===== config.mk =====
export PLATFORM = sky130hd
export DESIGN_NAME = ckpt_resume_ctrl
export DESIGN_NICKNAME = d
export VERILOG_FILES = /design/src/rtl/ckpt_pkg.sv /design/src/rtl/ckpt_sync.sv /design/src/rtl/ckpt_seq.sv /design/src/rtl/ckpt_dpath.sv /design/src/rtl/ckpt_resume_ctrl.sv
export SDC_FILE = /design/constraint.sdc
export NUM_CORES = 1
export LEC_CHECK = 0
export BUFFER_PORTS_ARGS = -buffer_cell sky130_fd_sc_hd__buf_2
export CORE_AREA = 2 2 85 87
export CTS_BUF_LIST = sky130_fd_sc_hd__clkbuf_4 sky130_fd_sc_hd__clkbuf_8
export DETAILED_ROUTE_END_ITERATION = 10
export DIE_AREA = 0 0 87 89
export GPL_TIMING_DRIVEN = 0
export PLACE_DENSITY = 0.66
export RECOVER_POWER = 100
export SLEW_MARGIN = 20
export SYNTH_ARGS = -nofsm -noshare
export SYNTH_HDL_FRONTEND = slang
export SYNTH_SLANG_ARGS = --single-unit

===== constraint.sdc =====
create_clock -name clk -period 3 [get_ports clk]
set_input_delay 0.9 -clock clk [delete_from_list [all_inputs] [get_ports clk]]
set_output_delay 0.9 -clock clk [all_outputs]
set_load 0.02 [all_outputs]

===== src/rtl/ckpt_pkg.sv =====
package ckpt_pkg;

    typedef enum logic [2:0] {
        ST_RUN     = 3'd0,
        ST_STALL   = 3'd1,
        ST_SAVE    = 3'd2,
        ST_GATED   = 3'd3,
        ST_RESTORE = 3'd4,
        ST_RELEASE = 3'd5
    } ckpt_state_e;

    typedef struct packed {
        ckpt_state_e st;
        logic        cold;
    } seq_status_t;

    typedef enum logic [1:0] {
        SRC_ZERO  = 2'd0,
        SRC_PC    = 2'd1,
        SRC_REG   = 2'd2,
        SRC_MAGIC = 2'd3
    } word_src_e;

    // Image offset touched at a given step: the commit slot sits at the end,
    // and the PC and registers fill the slots below it.
    function automatic int unsigned img_offset(int unsigned step, int unsigned nregs);
        if (step == 0 || step > nregs) return nregs;
        return step - 1;
    endfunction

    // Source of the word written at a given save step.
    function automatic word_src_e save_src(int unsigned step, int unsigned nregs);
        if (step == 0)     return SRC_ZERO;
        if (step == 1)     return SRC_PC;
        if (step <= nregs) return SRC_REG;
        return SRC_MAGIC;
    endfunction

endpackage


===== src/rtl/ckpt_sync.sv =====
module ckpt_sync #(
    parameter int unsigned STAGES = 2
) (
    input  logic clk,
    input  logic rst,
    input  logic din,
    output logic dout
);
    logic [STAGES-1:0] chain;

    for (genvar i = 0; i < STAGES; i++) begin : g_stage
        if (i == 0) begin : g_first
            always_ff @(posedge clk) begin
                if (rst) chain[i] <= 1'b0;
                else     chain[i] <= din;
            end
        end else begin : g_next
            always_ff @(posedge clk) begin
                if (rst) chain[i] <= 1'b0;
                else     chain[i] <= chain[i-1];
            end
        end
    end

    assign dout = chain[STAGES-1];
endmodule


===== src/rtl/ckpt_seq.sv =====
module ckpt_seq
    import ckpt_pkg::*;
#(
    parameter int unsigned    XLEN  = 32,
    parameter int unsigned    NREGS = 32,
    parameter int unsigned    SW    = 6,
    parameter logic [XLEN-1:0] MAGIC = 32'hA5C3_1E7D
) (
    input  logic            clk,
    input  logic            rst,
    input  logic            energy_good,
    input  logic            core_idle,
    input  logic            nv_ack,
    input  logic [XLEN-1:0] nv_rdata,
    output seq_status_t     status,
    output logic [SW-1:0]   step
);
    localparam logic [SW-1:0] LAST_SAVE = SW'(NREGS + 1);
    localparam logic [SW-1:0] LAST_LOAD = SW'(NREGS);

    ckpt_state_e   state_q, state_d;
    logic [SW-1:0] step_q;
    logic          cold_q;
    logic          word_done;
    logic          commit_bad;

    assign word_done  = nv_ack && (state_q == ST_SAVE || state_q == ST_RESTORE);
    assign commit_bad = (state_q == ST_RESTORE) && nv_ack && (step_q == '0)
                        && (nv_rdata != MAGIC);

    always_comb begin
        state_d = state_q;
        case (state_q)
            ST_RUN:     if (!energy_good) state_d = ST_STALL;
            ST_STALL:   if (core_idle) state_d = ST_SAVE;
            ST_SAVE:    if (nv_ack && step_q == LAST_SAVE) state_d = ST_GATED;
            ST_GATED:   if (energy_good) state_d = ST_RESTORE;
            ST_RESTORE: if (commit_bad || (nv_ack && step_q == LAST_LOAD)) state_d = ST_RELEASE;
            ST_RELEASE: state_d = ST_RUN;
            default:    state_d = ST_GATED;
        endcase
    end

    always_ff @(posedge clk) begin
        if (rst) begin
            state_q <= ST_GATED;
            step_q  <= '0;
            cold_q  <= 1'b0;
        end else begin
            state_q <= state_d;
            if (state_d != state_q) step_q <= '0;
            else if (word_done)     step_q <= step_q + 1'b1;
            if (state_q == ST_GATED && state_d == ST_RESTORE) cold_q <= 1'b0;
            else if (commit_bad)                              cold_q <= 1'b1;
        end
    end

    assign status.st   = state_q;
    assign status.cold = cold_q;
    assign step        = step_q;

    AST_WAIT_IDLE: assert property (@(posedge clk) disable iff (rst)
        (state_q == ST_STALL && !core_idle) |=> (state_q == ST_STALL));

    AST_SAVE_NO_ABORT: assert property (@(posedge clk) disable iff (rst)
        (state_q == ST_SAVE && !(nv_ack && step_q == LAST_SAVE)) |=> (state_q == ST_SAVE));

    AST_COMMIT_THEN_GATE: assert property (@(posedge clk) disable iff (rst)
        (state_q == ST_SAVE && nv_ack && step_q == LAST_SAVE) |=> (state_q == ST_GATED));

    AST_RELEASE_ONE: assert property (@(posedge clk) disable iff (rst)
        (state_q == ST_RELEASE) |=> (state_q == ST_RUN));
endmodule


===== src/rtl/ckpt_dpath.sv =====
module ckpt_dpath
    import ckpt_pkg::*;
#(
    parameter int unsigned    XLEN     = 32,
    parameter int unsigned    NREGS    = 32,
    parameter int unsigned    SW       = 6,
    parameter int unsigned    AW       = 6,
    parameter int unsigned    RAW      = 5,
    parameter int unsigned    IMG_BASE = 0,
    parameter logic [XLEN-1:0] MAGIC   = 32'hA5C3_1E7D
) (
    input  seq_status_t     status,
    input  logic [SW-1:0]   step,
    input  logic            nv_ack,
    input  logic [XLEN-1:0] nv_rdata,
    input  logic [XLEN-1:0] rf_rdata,
    input  logic [XLEN-1:0] pc_rdata,
    output logic            nv_req,
    output logic            nv_we,
    output logic [AW-1:0]   nv_addr,
    output logic [XLEN-1:0] nv_wdata,
    output logic [RAW-1:0]  rf_addr,
    output logic            rf_we,
    output logic [XLEN-1:0] rf_wdata,
    output logic            pc_load,
    output logic [XLEN-1:0] pc_wdata,
    output logic            core_stall,
    output logic            core_clk_en,
    output logic            core_cold_rst
);
    localparam logic [SW-1:0] STEP_PC   = SW'(1);
    localparam logic [SW-1:0] STEP_REG0 = SW'(2);
    localparam logic [SW-1:0] STEP_REGN = SW'(NREGS);

    logic        in_save, in_load;
    int unsigned offset;
    word_src_e   src;

    assign in_save = (status.st == ST_SAVE);
    assign in_load = (status.st == ST_RESTORE);
    assign offset  = img_offset(32'(step), NREGS);
    assign src     = save_src(32'(step), NREGS);

    assign nv_req  = in_save || in_load;
    assign nv_we   = in_save;
    assign nv_addr = AW'(IMG_BASE + offset);
    assign rf_addr = RAW'(offset);

    always_comb begin
        case (src)
            SRC_ZERO:  nv_wdata = '0;
            SRC_PC:    nv_wdata = pc_rdata;
            SRC_REG:   nv_wdata = rf_rdata;
            default:   nv_wdata = MAGIC;
        endcase
    end

    assign pc_load  = in_load && nv_ack && (step == STEP_PC);
    assign rf_we    = in_load && nv_ack && (step >= STEP_REG0) && (step <= STEP_REGN);
    assign pc_wdata = nv_rdata;
    assign rf_wdata = nv_rdata;

    assign core_stall    = (status.st != ST_RUN);
    assign core_clk_en   = (status.st != ST_GATED);
    assign core_cold_rst = (status.st == ST_RELEASE) && status.cold;
endmodule


===== src/rtl/ckpt_resume_ctrl.sv =====
module ckpt_resume_ctrl
    import ckpt_pkg::*;
#(
    parameter int unsigned    XLEN        = 32,
    parameter int unsigned    NREGS       = 32,
    parameter int unsigned    NV_AW       = 6,
    parameter int unsigned    IMG_BASE    = 0,
    parameter int unsigned    SYNC_STAGES = 2,
    parameter logic [XLEN-1:0] MAGIC      = 32'hA5C3_1E7D
) (
    input  logic                     clk,
    input  logic                     rst,
    input  logic                     energy_ok,
    input  logic                     core_idle,
    output logic                     core_stall,
    output logic                     core_clk_en,
    output logic                     core_cold_rst,
    input  logic [XLEN-1:0]          pc_rdata,
    output logic                     pc_load,
    output logic [XLEN-1:0]          pc_wdata,
    output logic [$clog2(NREGS)-1:0] rf_addr,
    input  logic [XLEN-1:0]          rf_rdata,
    output logic                     rf_we,
    output logic [XLEN-1:0]          rf_wdata,
    output logic                     nv_req,
    output logic                     nv_we,
    output logic [NV_AW-1:0]         nv_addr,
    output logic [XLEN-1:0]          nv_wdata,
    input  logic                     nv_ack,
    input  logic [XLEN-1:0]          nv_rdata,
    output logic [2:0]               ctrl_state
);
    localparam int unsigned SW  = $clog2(NREGS + 2);
    localparam int unsigned RAW = $clog2(NREGS);

    logic          energy_good;
    seq_status_t   status;
    logic [SW-1:0] step;

    ckpt_sync #(.STAGES(SYNC_STAGES)) u_sync (
        .clk(clk), .rst(rst), .din(energy_ok), .dout(energy_good)
    );

    ckpt_seq #(.XLEN(XLEN), .NREGS(NREGS), .SW(SW), .MAGIC(MAGIC)) u_seq (
        .clk(clk), .rst(rst), .energy_good(energy_good), .core_idle(core_idle),
        .nv_ack(nv_ack), .nv_rdata(nv_rdata), .status(status), .step(step)
    );

    ckpt_dpath #(.XLEN(XLEN), .NREGS(NREGS), .SW(SW), .AW(NV_AW), .RAW(RAW),
                 .IMG_BASE(IMG_BASE), .MAGIC(MAGIC)) u_dpath (
        .status(status), .step(step), .nv_ack(nv_ack), .nv_rdata(nv_rdata),
        .rf_rdata(rf_rdata), .pc_rdata(pc_rdata),
        .nv_req(nv_req), .nv_we(nv_we), .nv_addr(nv_addr), .nv_wdata(nv_wdata),
        .rf_addr(rf_addr), .rf_we(rf_we), .rf_wdata(rf_wdata),
        .pc_load(pc_load), .pc_wdata(pc_wdata),
        .core_stall(core_stall), .core_clk_en(core_clk_en), .core_cold_rst(core_cold_rst)
    );

    assign ctrl_state = status.st;

    AST_REQ_HOLD: assert property (@(posedge clk) disable iff (rst)
        (nv_req && !nv_ack) |=> (nv_req && $stable(nv_addr) && $stable(nv_we)));

    AST_COLD_IN_RELEASE: assert property (@(posedge clk) disable iff (rst)
        core_cold_rst |-> (ctrl_state == ST_RELEASE));

    AST_GATED_QUIET: assert property (@(posedge clk) disable iff (rst)
        !core_clk_en |-> (!nv_req && core_stall));

    AST_LOAD_STALLED: assert property (@(posedge clk) disable iff (rst)
        (rf_we || pc_load) |-> (core_stall && !nv_we && core_clk_en));

    AST_NO_X0_WRITE: assert property (@(posedge clk) disable iff (rst)
        rf_we |-> (rf_addr != '0));
endmodule


==> out/results.tsv <==
stage	metric	value	unit
run_status	status	finished clean	
synthesis	synthMuxAreaShare	0.00517	
die	design.portCount	218	
layout	finish.net_count	578	
layout	area_growth_syn_to_layout	58.8	%
setup_path	worstPathRequired	2.10	ns
sta	finalSetupViolCount	0	
synthesis	synthesis.yosys.warnings	0	
sta	fmax	0.347	GHz
die	design.core.area	6720	µm²
power	vdd_drop_max	156	µV
flow_run	drv.max_cap_violation_count	0	
synthesis	seq_area_frac_synth	0.124	
sta	timing_worst_slew_pin_value	0.625	ns
synthesis	post_synth_num_cell_types	48	
drt	vias	2529	
die	die-area	7740	µm²
place	dpl.hpwl	6220	µm
sta	final-hold-violation-count	0	
setup_path	critPathMaxFanout	10	
setup_path	ff2ff_setup_slack	0.94	ns
clocking	cts_hold_buffers	0	
global_routing	grt_overflow	0	
synthesis	synth-edff-count	0	
sta	relSlewSlack	0.581	
place	io_buffers	217	
setup_path	endpoint_kind	output port	
power	leakagePower	1.59	nW
global_routing	grt_pass1_vias	2246	
min_path	min_path_type	reg -> reg	
setup_path	worstSetupPathType	reg -> out	
layout	fraction_of_layout_instances_using_a_drive_strength_above_1	0.504	
clocking	cts_root_buf	sky130_fd_sc_hd__clkbuf_8	
synthesis	synth_top_family_by_area	buffers and inverters	
drt	wire_per_inst	12.9	µm
drt	detail_route.iter0.violations	92	
synthesis	post_synth_and_or_nand_nor_area_fraction	0.263	
clocking	clk_pin_slew	0.05	ns
place	gpl.final_weighted_congestion	0.838	
power	power_density	271	nW/µm²
synthesis	yosys.cell_count.top_type	sky130_fd_sc_hd__buf_4	
synthesis	synth.net_count	353	
synthesis	synth-xor-area-share	0.0407	
synthesis	yosys.area.top_type_share	0.271	
synthesis	synth-seq-cells	12	
clocking	clk-insertion-delay-late	0.24	ns
clocking	cts-root-to-sink-buffers	2	
synthesis	yosys.area.top_type	sky130_fd_sc_hd__buf_4	
sta	timing_max_transition_violations_final	0	
synthesis	synth-async-reset-ratio	0	
clocking	clock_sink_count	12	
sta	clock-skew-final	0.00438	ns
setup_path	critical_path_arrival	1.98	ns
synthesis	synthTopCellsByCount	sky130_fd_sc_hd__buf_4, sky130_fd_sc_hd__nor2_1, sky130_fd_sc_hd__a221o_1, sky130_fd_sc_hd__a22oi_1, sky130_fd_sc_hd__dfxtp_1	
drt	remaining_antenna_violation_count	0	
synthesis	synthTopCellsByArea	sky130_fd_sc_hd__buf_4, sky130_fd_sc_hd__dfxtp_1, sky130_fd_sc_hd__a221o_1, sky130_fd_sc_hd__nor2_1, sky130_fd_sc_hd__a22oi_1	
global_routing	grt_max_degree	11	
die	initial_utilization	0.288	
global_routing	initial_antenna_violation_count	0	
synthesis	synth-compound-area-share	0.220	
drt	route.detailed.vias_per_inst	4.60	
sta	postLayoutSetupSlackWorst	0.117	ns
sta	finalCritPeriodShare	0.961	
sta	rsz0062_at_grt	true	
layout	diode_count	0	
layout	finish.utilization	0.458	
clocking	htree_num_levels	1	
setup_path	start_kind	flip-flop	
clocking	cts_inserted_buffers	3	
clocking	cts_tree	done	
synthesis	prevailing_post_synth_register_cell	sky130_fd_sc_hd__dfxtp_1	
synthesis	syn_area	1940	µm²
drt	drt_pre_antenna_iters	4	
synthesis	post_synth.cell_area_avg	7.84	µm²
global_routing	wire_length_of_the_first_global_routing_pass	9960	µm
sta	finalCriticalPeriod	2.88	ns
die	die-height	89	µm
drt	route.detailed.drc	0	
place	placement.setup.worst_slack	0.0551	ns
synthesis	cells_after_synthesis	247	
die	num_rows	30	
layout	n_fill_cell	730	
die	die_w	87	µm
global_routing	grtUsageTotal	0.159	
synthesis	synth-adder-area-share	0.0323	
drt	finalWirelength	7080	µm
==> flip-flops by register name, indices dropped and copies added, names as in the netlist <==
| signal | count |
|---|---|
| u_seq.cold_q | 1 |
| u_seq.step | 6 |
| u_sync.dout | 1 |
| u_seq.state_q | 3 |
| u_sync.chain | 1 |
==> per-stage QoR <==
stage               TNS, ns  cell area, µm²  instances  power (mW)  hold WS, ns
floorplan                 0            1940        247       0.514        0.414
global placement          0            3120        544       0.710        0.416
detailed placement        0            3120        544       0.714        0.441
CTS                       0            3200        550       0.862        0.452
global route        -0.0985            3080        550       0.889        0.460
finish                    0            3080        550       0.833        0.445
==> power by group <==
part	switching, mW	internal, mW
combinational	0.297	0.221
sequential	0.00928	0.166
clock	0.0519	0.0879
==> path summary, 6_finish.rpt <==
path,cells past startpoint,start,end
worst max-delay path,7,u_seq.step[0]$_SDFFE_PP0P_,nv_wdata[18]
worst min-delay path,1,u_sync.chain[0]$_SDFF_PP0_,u_sync.dout$_SDFF_PP0_
worst max register to register,8,u_seq.step[2]$_SDFFE_PP0P_,u_seq.step[4]$_SDFFE_PP0P_
worst min register to register,1,u_sync.chain[0]$_SDFF_PP0_,u_sync.dout$_SDFF_PP0_
==> critical path, stage by stage, from the launching register on <==
cell and delay [ns]:
sky130_fd_sc_hd__dfxtp_2 0.39, sky130_fd_sc_hd__inv_1 0.13, sky130_fd_sc_hd__ha_1 0.31, sky130_fd_sc_hd__o21ai_2 0.25, sky130_fd_sc_hd__buf_2 0.26, sky130_fd_sc_hd__a22oi_1 0.11
sky130_fd_sc_hd__nor2_1 0.11, sky130_fd_sc_hd__buf_2 0.18
==> cell type report <==
| class | count | area (µm²) | share of cell area |
|---|---|---|---|
| clock buffers | 3 | 41.3 | 0.0134 |
| multi-input cells | 148 | 1070 | 0.348 |
| plain buffers | 83 | 597 | 0.194 |
| flip-flops and latches | 12 | 243 | 0.0789 |
| well taps | 80 | 100 | 0.0325 |
| repair buffers | 220 | 1010 | 0.328 |
| inverters | 4 | 15.0 | 0.00488 |
==> cells in the final DEF (no fill, tap or decap), types with 3 or more instances in the layout <==
cell / instances
sky130_fd_sc_hd__dfxtp_1: 10
sky130_fd_sc_hd__and2_0: 3
sky130_fd_sc_hd__a21oi_1: 3
sky130_fd_sc_hd__clkbuf_2: 29
sky130_fd_sc_hd__nand3_1: 6
sky130_fd_sc_hd__a21o_1: 3
sky130_fd_sc_hd__a221o_1: 18
sky130_fd_sc_hd__buf_2: 117
sky130_fd_sc_hd__inv_1: 4
sky130_fd_sc_hd__a22oi_1: 14
sky130_fd_sc_hd__buf_4: 73
sky130_fd_sc_hd__ha_1: 5
sky130_fd_sc_hd__clkbuf_1: 82
sky130_fd_sc_hd__nand2b_1: 3
sky130_fd_sc_hd__nor2_1: 30
sky130_fd_sc_hd__xnor2_1: 7
sky130_fd_sc_hd__clkbuf_8: 3
sky130_fd_sc_hd__nand2_1: 8
sky130_fd_sc_hd__nor2b_1: 6
sky130_fd_sc_hd__nor3b_1: 3
==> kinds of logic (layout without fill, tap and decap cells) <==
kind of cell             Yosys count  count (layout)
AO/OA/AOI/OAI                     51              51
AND/OR/NAND/NOR                   82              82
flip-flops                        12              12
multiplexers                       1               1
buffers and inverters             87             310
XOR/XNOR                           9               9
adder cells (fa/ha/maj)            5               5
==> layer usage <==
| metal | global-route usage | wire length, µm | part of all wire |
|---|---|---|---|
| met4 | 0.0724 | 198 | 0.028 |
| met2 | 0.318 | 3760 | 0.53 |
| met5 | 0 | 0 | 0 |
| met1 | 0.164 | 2560 | 0.36 |
| met3 | 0.0175 | 569 | 0.080 |
==> timing repair <==
action / in CTS / in global routing
gates cloned: 0 / 0
buffers inserted: 3 / 0
endpoints found under the setup margin: 30 / 38
gates resized for setup: 5 / 11
pin swaps: 1 / 0
No activity file was read; power rests on OpenSTA's default activity.
